==> config.mk <==
export PLATFORM = sky130hd
export DESIGN_NAME = rtc3w_slave
export DESIGN_NICKNAME = d
export VERILOG_FILES = /design/src/rtl/rtc3w_pkg.sv /design/src/rtl/rtc3w_sync.sv /design/src/rtl/rtc3w_engine.sv /design/src/rtl/rtc3w_regbank.sv /design/src/rtl/rtc3w_slave.sv
export SDC_FILE = /design/constraint.sdc
export NUM_CORES = 1
export LEC_CHECK = 0
export BUFFER_PORTS_ARGS = -buffer_cell sky130_fd_sc_hd__buf_2
export CAP_MARGIN = 20
export CELL_PAD_IN_SITES_DETAIL_PLACEMENT = 0
export CELL_PAD_IN_SITES_GLOBAL_PLACEMENT = 1
export CORE_MARGIN = 5
export CORE_UTILIZATION = 40
export CTS_CLUSTER_SIZE = 28
export DETAILED_ROUTE_END_ITERATION = 10
export GPL_TIMING_DRIVEN = 0
export MAX_ROUTING_LAYER = met4
export PLACE_DENSITY_LB_ADDON = 0.1
export SLEW_MARGIN = 20
export SYNTH_ARGS = -nofsm -noshare
export SYNTH_HDL_FRONTEND = slang
export SYNTH_SLANG_ARGS = --single-unit
==> constraint.sdc <==
create_clock -name clk -period 2.45 [get_ports clk]
set_clock_uncertainty 0.05 [all_clocks]
set_input_delay 0.49 -clock clk [delete_from_list [all_inputs] [get_ports clk]]
set_output_delay 0.49 -clock clk [all_outputs]
set_load 0.1 [all_outputs]
==> src/rtl/rtc3w_pkg.sv <==
package rtc3w_pkg;
    localparam int DW       = 8;
    localparam int AW       = 3;
    localparam int NREG     = 1 << AW;
    localparam int WP_REG   = NREG - 1;
    localparam int FLAG_BIT = DW - 1;
    localparam int BCW      = $clog2(DW + 1);

    localparam logic [DW-1:0] SEC_RST  = 8'h80;
    localparam logic [DW-1:0] CTRL_RST = 8'h80;

    typedef enum logic [2:0] {
        ST_IDLE,
        ST_CMD,
        ST_WDATA,
        ST_RDATA,
        ST_DONE
    } eng_state_e;

    typedef struct packed {
        logic          valid;
        logic          read;
        logic          burst;
        logic [AW-1:0] addr;
    } cmd_t;

    function automatic cmd_t decode_cmd(input logic [DW-1:0] b);
        cmd_t c;
        c.valid = b[7] & ~b[6];
        c.read  = b[0];
        c.burst = &b[5:4];
        c.addr  = b[3:1];
        return c;
    endfunction

    function automatic logic [DW-1:0] reset_value(input int r);
        if (r == 0)           return SEC_RST;
        else if (r == WP_REG) return CTRL_RST;
        else                  return '0;
    endfunction
endpackage

==> src/rtl/rtc3w_sync.sv <==
module rtc3w_sync #(
    parameter int W      = 3,
    parameter int STAGES = 2
) (
    input  logic         clk,
    input  logic         rst,
    input  logic [W-1:0] d,
    output logic [W-1:0] q,
    output logic [W-1:0] q_d
);
    for (genvar i = 0; i < W; i++) begin : g_bit
        logic [STAGES-1:0] chain;
        always_ff @(posedge clk) begin
            if (rst) chain <= '0;
            else     chain <= {chain[STAGES-2:0], d[i]};
        end
        assign q[i] = chain[STAGES-1];
    end

    always_ff @(posedge clk) begin
        if (rst) q_d <= '0;
        else     q_d <= q;
    end
endmodule

==> src/rtl/rtc3w_engine.sv <==
module rtc3w_engine
    import rtc3w_pkg::*;
(
    input  logic          clk,
    input  logic          rst,
    input  logic          ce_rise,
    input  logic          ce_fall,
    input  logic          sclk_rise,
    input  logic          sclk_fall,
    input  logic          sdi_s,
    input  logic [DW-1:0] rd_data,
    output logic [AW-1:0] rd_addr,
    output logic          we,
    output logic [AW-1:0] waddr,
    output logic [DW-1:0] wdata,
    output logic          sdo,
    output logic          sdo_oe,
    output logic          rd_phase
);
    eng_state_e     st;
    logic [DW-1:0]  sh, tx;
    logic [BCW-1:0] bcnt;
    logic [AW-1:0]  idx;
    logic           burst_q;
    logic [DW-1:0]  nxt_sh;
    cmd_t           cmd;

    assign nxt_sh   = {sdi_s, sh[DW-1:1]};
    assign cmd      = decode_cmd(nxt_sh);
    assign rd_addr  = (st == ST_CMD) ? (cmd.burst ? '0 : cmd.addr) : idx + 1'b1;
    assign we       = (st == ST_WDATA) && sclk_rise && (bcnt == BCW'(DW-1))
                      && !ce_fall && !ce_rise;
    assign waddr    = idx;
    assign wdata    = nxt_sh;
    assign rd_phase = (st == ST_RDATA);

    always_ff @(posedge clk) begin
        if (rst) begin
            st      <= ST_IDLE;
            sh      <= '0;
            tx      <= '0;
            bcnt    <= '0;
            idx     <= '0;
            burst_q <= 1'b0;
            sdo     <= 1'b0;
            sdo_oe  <= 1'b0;
        end else if (ce_fall) begin
            st     <= ST_IDLE;
            sdo_oe <= 1'b0;
        end else if (ce_rise) begin
            st     <= ST_CMD;
            bcnt   <= '0;
            sdo_oe <= 1'b0;
        end else begin
            case (st)
                ST_CMD: if (sclk_rise) begin
                    sh <= nxt_sh;
                    if (bcnt == BCW'(DW-1)) begin
                        bcnt    <= '0;
                        burst_q <= cmd.burst;
                        idx     <= cmd.burst ? '0 : cmd.addr;
                        tx      <= rd_data;
                        if (!cmd.valid)    st <= ST_DONE;
                        else if (cmd.read) st <= ST_RDATA;
                        else               st <= ST_WDATA;
                    end else begin
                        bcnt <= bcnt + 1'b1;
                    end
                end
                ST_WDATA: if (sclk_rise) begin
                    sh <= nxt_sh;
                    if (bcnt == BCW'(DW-1)) begin
                        bcnt <= '0;
                        idx  <= idx + 1'b1;
                        if (!burst_q || idx == AW'(NREG-1)) st <= ST_DONE;
                    end else begin
                        bcnt <= bcnt + 1'b1;
                    end
                end
                ST_RDATA: if (sclk_fall) begin
                    if (bcnt == BCW'(DW)) begin
                        if (burst_q && idx != AW'(NREG-1)) begin
                            sdo  <= rd_data[0];
                            tx   <= rd_data >> 1;
                            idx  <= idx + 1'b1;
                            bcnt <= BCW'(1);
                        end else begin
                            st     <= ST_DONE;
                            sdo_oe <= 1'b0;
                        end
                    end else begin
                        sdo    <= tx[0];
                        tx     <= tx >> 1;
                        bcnt   <= bcnt + 1'b1;
                        sdo_oe <= 1'b1;
                    end
                end
                default: ;
            endcase
        end
    end
endmodule

==> src/rtl/rtc3w_regbank.sv <==
module rtc3w_regbank
    import rtc3w_pkg::*;
(
    input  logic             clk,
    input  logic             rst,
    input  logic             ser_we,
    input  logic [AW-1:0]    ser_addr,
    input  logic [DW-1:0]    ser_wdata,
    input  logic             tk_we,
    input  logic [AW-1:0]    tk_addr,
    input  logic [DW-1:0]    tk_wdata,
    input  logic [AW-1:0]    rd_addr,
    output logic [DW-1:0]    rd_data,
    output logic [DW-1:0]    tk_rdata,
    output logic [NREG*DW-1:0] bank_flat
);
    logic [DW-1:0] regs [NREG];
    logic          prot;

    assign prot = regs[WP_REG][FLAG_BIT];

    for (genvar r = 0; r < NREG; r++) begin : g_reg
        always_ff @(posedge clk) begin
            if (rst) begin
                regs[r] <= reset_value(r);
            end else if (ser_we && ser_addr == AW'(r)) begin
                if (!prot || r == WP_REG) regs[r] <= ser_wdata;
            end else if (tk_we && !ser_we && tk_addr == AW'(r)) begin
                regs[r] <= tk_wdata;
            end
        end
        assign bank_flat[r*DW +: DW] = regs[r];
    end

    assign rd_data  = regs[rd_addr];
    assign tk_rdata = regs[tk_addr];
endmodule

==> src/rtl/rtc3w_slave.sv <==
module rtc3w_slave
    import rtc3w_pkg::*;
#(
    parameter int SYNC_STAGES = 2
) (
    input  logic        clk,
    input  logic        rst,
    input  logic        ce,
    input  logic        sclk,
    input  logic        sdi,
    output logic        sdo,
    output logic        sdo_oe,
    output logic        halt,
    input  logic        tk_we,
    input  logic [2:0]  tk_addr,
    input  logic [7:0]  tk_wdata,
    output logic [7:0]  tk_rdata
);
    logic [2:0]          s_q, s_d;
    logic                ce_rise, ce_fall, sclk_rise, sclk_fall;
    logic [AW-1:0]       rd_addr, ser_addr;
    logic [DW-1:0]       rd_data, ser_wdata;
    logic                ser_we, rd_phase, wp;
    logic [NREG*DW-1:0]  bank_flat;

    rtc3w_sync #(.W(3), .STAGES(SYNC_STAGES)) u_sync (
        .clk(clk), .rst(rst), .d({sdi, sclk, ce}), .q(s_q), .q_d(s_d)
    );

    assign ce_rise   =  s_q[0] & ~s_d[0];
    assign ce_fall   = ~s_q[0] &  s_d[0];
    assign sclk_rise =  s_q[1] & ~s_d[1] & s_q[0];
    assign sclk_fall = ~s_q[1] &  s_d[1] & s_q[0];

    rtc3w_engine u_eng (
        .clk(clk), .rst(rst),
        .ce_rise(ce_rise), .ce_fall(ce_fall),
        .sclk_rise(sclk_rise), .sclk_fall(sclk_fall), .sdi_s(s_q[2]),
        .rd_data(rd_data), .rd_addr(rd_addr),
        .we(ser_we), .waddr(ser_addr), .wdata(ser_wdata),
        .sdo(sdo), .sdo_oe(sdo_oe), .rd_phase(rd_phase)
    );

    rtc3w_regbank u_bank (
        .clk(clk), .rst(rst),
        .ser_we(ser_we), .ser_addr(ser_addr), .ser_wdata(ser_wdata),
        .tk_we(tk_we), .tk_addr(tk_addr), .tk_wdata(tk_wdata),
        .rd_addr(rd_addr), .rd_data(rd_data), .tk_rdata(tk_rdata),
        .bank_flat(bank_flat)
    );

    assign halt = bank_flat[FLAG_BIT];
    assign wp   = bank_flat[WP_REG*DW + FLAG_BIT];
endmodule

======== After elaboration in Yosys (flattened, before gate mapping) ========
Memory sizes are Yosys's and may differ from the RTL's.
Index checks and enable logic that the tools add are counted.
W data, S select, Z words.
storage, ports and cells
  ROM bits ................................ 0
  bits of input ports ..................... 17
  bits in writable memories ............... 64
  latch bits .............................. 0
  memories ................................ 1
  flip-flop bits (word level) ............. 37
cells by class
  shift operators ......................... 0
  $mul .................................... 0
  reductions and logical operators ........ 46
  mux-type cells .......................... 114
  divide/modulo/power cells ............... 0
  add/subtract/negate cells ............... 2
  magnitude comparators ................... 0
  equal/unequal tests ..................... 42
  bitwise operators ....................... 30
memory list
  memory       depth  bits a word  rd ports  clocked after Yosys merged registers in  write ports  line                 source
  u_bank.regs  8      8            4         0                                        8            rtc3w_regbank.sv:17  logic [DW-1:0] regs [NREG];
operators with widths
  operator              number
  $mux W8               21
  $mux W1               65
  $mux W3               18
  $eq A3 B3 Y1 const B  8
  $mux W4               6
  $logic_and A1 B1 Y1   22
  $eq A3 B2 Y1 const B  6
  $pmux W3 S3           2
  $reduce_and A9 Y1     2
  $or A1 B1 Y1          16
  $pmux W8 S2           1
  $ne A3 B2 Y1 const B  5
  $reduce_and A5 Y1     3
  $ne A2 B2 Y1 const B  7
  $ne A3 B1 Y1 const B  4
  $reduce_and A10 Y1    1
  $eq A3 B1 Y1 const B  3
  $ne A2 B1 Y1 const B  4
  $pmux W4 S2           1
  $and A1 B1 Y1         7
  $not A1 Y1            7
  $reduce_and A7 Y1     1
  $logic_not A3 Y1      2
  $ne A3 B3 Y1 const B  2
  15 further kinds      20

======== Depth between registers and ports, before layout ========
  depth in word-level cells ............... 15
  depth in mapped cells ................... 11
  depth with buffers taken out ............ 9

======== By module ========
A second synthesis with hierarchy kept.
second synthesis, totals
  cells, all modules ...................... 497
  area, all modules ....................... 5,841.9 sq um
modules (own cells, without submodules)
  module         times used  cells an instance  area each (sq um)
  rtc3w_regbank  1           266                3,893.7
  rtc3w_engine   1           206                1,656.6
  rtc3w_sync     1           21                 259.0
  rtc3w_slave    1           4                  32.5

======== Worst setup path after synthesis ========
No wires, ideal clock.
  kind .................................... input port to output port
  start point ............................. input port tk_addr[1]
  end point ............................... output port tk_rdata[7]
  cell stages on the path ................. 3
  slack ................................... -0.142 ns
  data arrival time ....................... 2.052 ns
  required time ........................... 1.910 ns
  path buffers ............................ 1
  cell sequence ........................... buf_1 -> mux4_2 -> mux2_2
between the ends
  longest elaborated chain between the ends .. 1
ends and longest elaborated chain
  item             line               source
  start, declared  rtc3w_slave.sv:15  input logic [2:0] tk_addr,
  $mem_v2 Z8 W8    --
  end, declared    rtc3w_slave.sv:17  output logic [7:0] tk_rdata
Every way passes these cells.

======== Worst setup path after layout ========
  start point ............................. register u_eng.st[2]
  end point ............................... register u_eng.tx[3]
between the ends
  longest elaborated chain between the ends .. 7
  elaborated cells between the ends (all ways) .. 16
  those cells by class .................... eq/ne (6); mux (7); reduce/logical (2); memory (1)
ends and longest elaborated chain
  item                    line                                    source
  start, declared         rtc3w_engine.sv:20                      eng_state_e st;
  start signal, assigned  rtc3w_engine.sv:39                      st <= ST_IDLE;
  start signal, assigned  rtc3w_engine.sv:48                      st <= ST_IDLE;
  start signal, assigned  rtc3w_engine.sv:51                      st <= ST_CMD;
  $eq A3 B1 Y1            rtc3w_engine.sv:30, rtc3w_engine.sv:55
  $mux W3                 rtc3w_engine.sv:30                      assign rd_addr = (st == ST_CMD) ? (cmd.burst ? '0 : cmd.addr) : idx + 1'b1;
  $mem_v2 Z8 W8           --
  $mux W8                 rtc3w_engine.sv:82                      if (burst_q && idx != AW'(NREG-1)) begin
  $mux W8                 rtc3w_engine.sv:81                      if (bcnt == BCW'(DW)) begin
  $mux W8                 rtc3w_engine.sv:80                      ST_RDATA: if (sclk_fall) begin
  $pmux W8 S2             rtc3w_engine.sv:55                      case (st)
  end signal, assigned    rtc3w_engine.sv:62                      tx <= rd_data;
  end signal, assigned    rtc3w_engine.sv:84                      tx <= rd_data >> 1;
  end signal, assigned    rtc3w_engine.sv:93                      tx <= tx >> 1;
  end, declared           rtc3w_engine.sv:21                      logic [DW-1:0] sh, tx;
Parallel ways exist; a longest one is shown, timed or not. The select of a mux whose other input is x is not followed.
A chain may end at the register's enable or synchronous reset.

==> flow_summary.ini <==
[outcome]
status = finished, final reports clean

[logic_synthesis]
async_reset_ff_share_pct = 0
synth_area_per_cell_um2 = 10.7
synth_common_cells = edfxtp_1, nand2_1, a22o_1
yosysTopAreaCell = edfxtp_1
synth_enable_flop_cells = 64
syn_inst = 541
netlist_area_um2 = 5790
seq_area_frac_synth_pct = 45.6
synth_top_area_share_pct = 33.2
synth-seq-cells = 100
syn-num-nets = 568
yosys-top-cells-area = edfxtp_1, dfxtp_1, a22o_1
synth_warnings = 0
synthFlopType = edfxtp_1
synthDistinctLibCells = 63

[cells_and_area]
num-fill-cells = 1320
fin_nets = 616
syn_to_final_growth_pct = 20.9
fin_area_um2 = 7000
final_core_util_pct = 48.7
drive_gt1_share_pct = 28.8

[setup_path]
worst_setup_path_start_kind = flop
r2r_setup_slack_ns = 0.02
worstSetupEndpointType = flop
critPathTopFamily = compound AO/OA/AOI/OAI gates
crit_buf_inv = 2
critPathArrivalTime_ns = 2.68
crit_type = flop to flop
cp_slowest_cell = a311o_2
slowest_delay_ns = 0.43
crit_fanout = 6
cp_cell_sequence = nor3b_4 > buf_6 > mux2i_4 > buf_12 > nand2_2 > a32o_1 > a311o_2 > a211o_1 > a31oi_1
critPathRequiredTime_ns = 2.69

[clocking]
clk_pin_slew_ns = 0.07
clock_path_buffers = 2
cts_tree = yes
htreeDepth = 3
cts_root_buf = clkbuf_16
insertion_delay_ns = 0.36
cts.sinks = 100
cts_buffers = 9
ctsHoldBuffers = 0

[floorplan]
die_y_um = 130
die_area_um2 = 17000
initial_utilization_pct = 40.3
pin_count = 28
die-width_um = 130
fp.coreArea_um2 = 14400
row_count = 44

[grt]
grt_max_degree = 17
grt_pass1_wl_mm = 29.4
track_usage_pct = 24.8
overflow = 0
grt_pass1_vias = 4761
antenna_found_initial = 1

[place]
post_dp_cell_area_um2 = 6200
hpwl_mm = 13.4
port_buffers = 20
place_ws_ns = -0.883
globalplace.congestion = 0.901

[routing]
drc = 0
vias = 4918
firstDrtPassIters = 5
viasPerCell = 6.31
dr.first_iter.drc_count = 469
ant_nets = 0
wl_mm = 19.9
wl_per_cell_um = 25.6

[hold_path]
min_path_type = primary input to flop

[sta]
slew_violations = 0
layout_setup_ws_ns = 0.0162
setup_viol = 0
worstMarginPinSlew_ns = 0.736
hold_viol_final = 0
grt_setup_unrepaired = yes
maxSlewHeadroom_pct = 51.0
min_period_over_period_pct = 99.3
max_freq_ghz = 0.411
post-route-min-period_ns = 2.43

[flow_run]
maxCapViolCount = 0

[power]
peakVddDrop_uv = 303
leakagePower_nw = 2.46
power_density_nw_per_um2 = 540
## cell type report
type	instances	area [um2]	area share, %
Sequential cell	100	2660	38.0
Tap cell	184	230	3.29
Buffer	36	223	3.18
Multi-Input combinational cell	381	3200	45.7
Timing Repair Buffer	50	375	5.36
Clock inverter	6	40.0	0.572
Antenna cell	1	2.50	0.0358
Clock buffer	10	229	3.27
Inverter	11	41.3	0.590
## worst reg2reg max path, stage by stage, from the launching register on
cell and delay [ns]:
dfxtp_4 0.36, nor3b_4 0.19, buf_6 0.16, mux2i_4 0.30, buf_12 0.16, nand2_2 0.04, a32o_1 0.24, a311o_2 0.43
a211o_1 0.32, a31oi_1 0.13
## final timing paths
check,start,to,cells after the start
worst min-delay path,sclk,u_sync.g_bit[1].chain[0]$_SDFF_PP0_,2
worst max-delay path,u_eng.st[2]$_SDFFE_PP0P_,u_eng.tx[3]$_SDFFE_PP0P_,9
worst max register to register,u_eng.st[2]$_SDFFE_PP0P_,u_eng.tx[3]$_SDFFE_PP0P_,9
worst min register to register,u_sync.g_bit[0].chain[0]$_SDFF_PP0_,u_sync.g_bit[0].chain[1]$_SDFF_PP0_,1
## registers in the layout (all words and copies together) (netlist names)
| name | cells |
|---|---|
| u_bank.regs | 64 |
| u_eng.bcnt | 4 |
| u_eng.burst_q | 1 |
| u_eng.sdo | 1 |
| u_eng.sdo_oe | 1 |
| u_eng.sh | 7 |
| u_eng.st | 3 |
| u_eng.tx | 8 |
| u_eng.waddr | 3 |
| u_sync.g_bit.chain | 6 |
| u_sync.q_d | 2 |
## cell families after synthesis
group / synth area share, %
AND/OR/NAND/NOR: 15.5
AO/OA/AOI/OAI: 20.6
flip-flops: 45.6
buffers and inverters: 4.54
multiplexers: 11.2
adder cells (fa/ha/maj): 2.33
XOR/XNOR: 0.151
## cell usage in the layout, fill, tap and decap left out, types with 10 or more instances in the layout
master	n
a22o_1	62
mux2i_1	15
nand2_1	62
clkbuf_16	10
mux4_2	16
nand3_1	14
inv_1	11
dfxtp_1	30
a21oi_1	19
clkbuf_1	15
buf_4	34
buf_2	15
edfxtp_1	64
nor2_1	31
## layer usage
layer / routed length, um / up-vias / share of wire (%) / track usage [%]
met2: 9060 / 235 / 46 / 36.3
met3: 1540 / 40 / 7.7 / 5.53
li1: - / 2197 / - / -
met5: 0 / - / 0 / -
met4: 553 / 0 / 2.8 / 9.54
met1: 8760 / 2446 / 44 / 33.4
## metrics by stage
stage	instances	setup TNS, ns	hold WS [ns]	total power [mW]
4_1_cts	776	-2.26	0.286	3.78
3_5_place_dp	749	-68.44	0.372	2.40
5_1_grt	779	-0.0840	0.292	3.91
6_report	779	0	0.294	3.78
3_3_place_gp	745	-96.30	0.368	2.39
2_1_floorplan	541	0	0.364	2.26
## what timing repair did
| item | CTS | global route |
|---|---|---|
| endpoints found under the setup margin | 145 | 147 |
| setup buffers | 19 | 6 |
| gates cloned | 1 | 0 |
| gates resized for setup | 74 | 26 |
| pin swaps | 17 | 10 |
## where the power goes
| group | internal (mW) | switching (mW) | leakage, nW |
|---|---|---|---|
| Combinational | 0.184 | 0.359 | 1.39 |
| Clock | 0.690 | 0.664 | 0.130 |
| Sequential | 1.85 | 0.0345 | 0.945 |
Power figures use the tool's default switching activity.
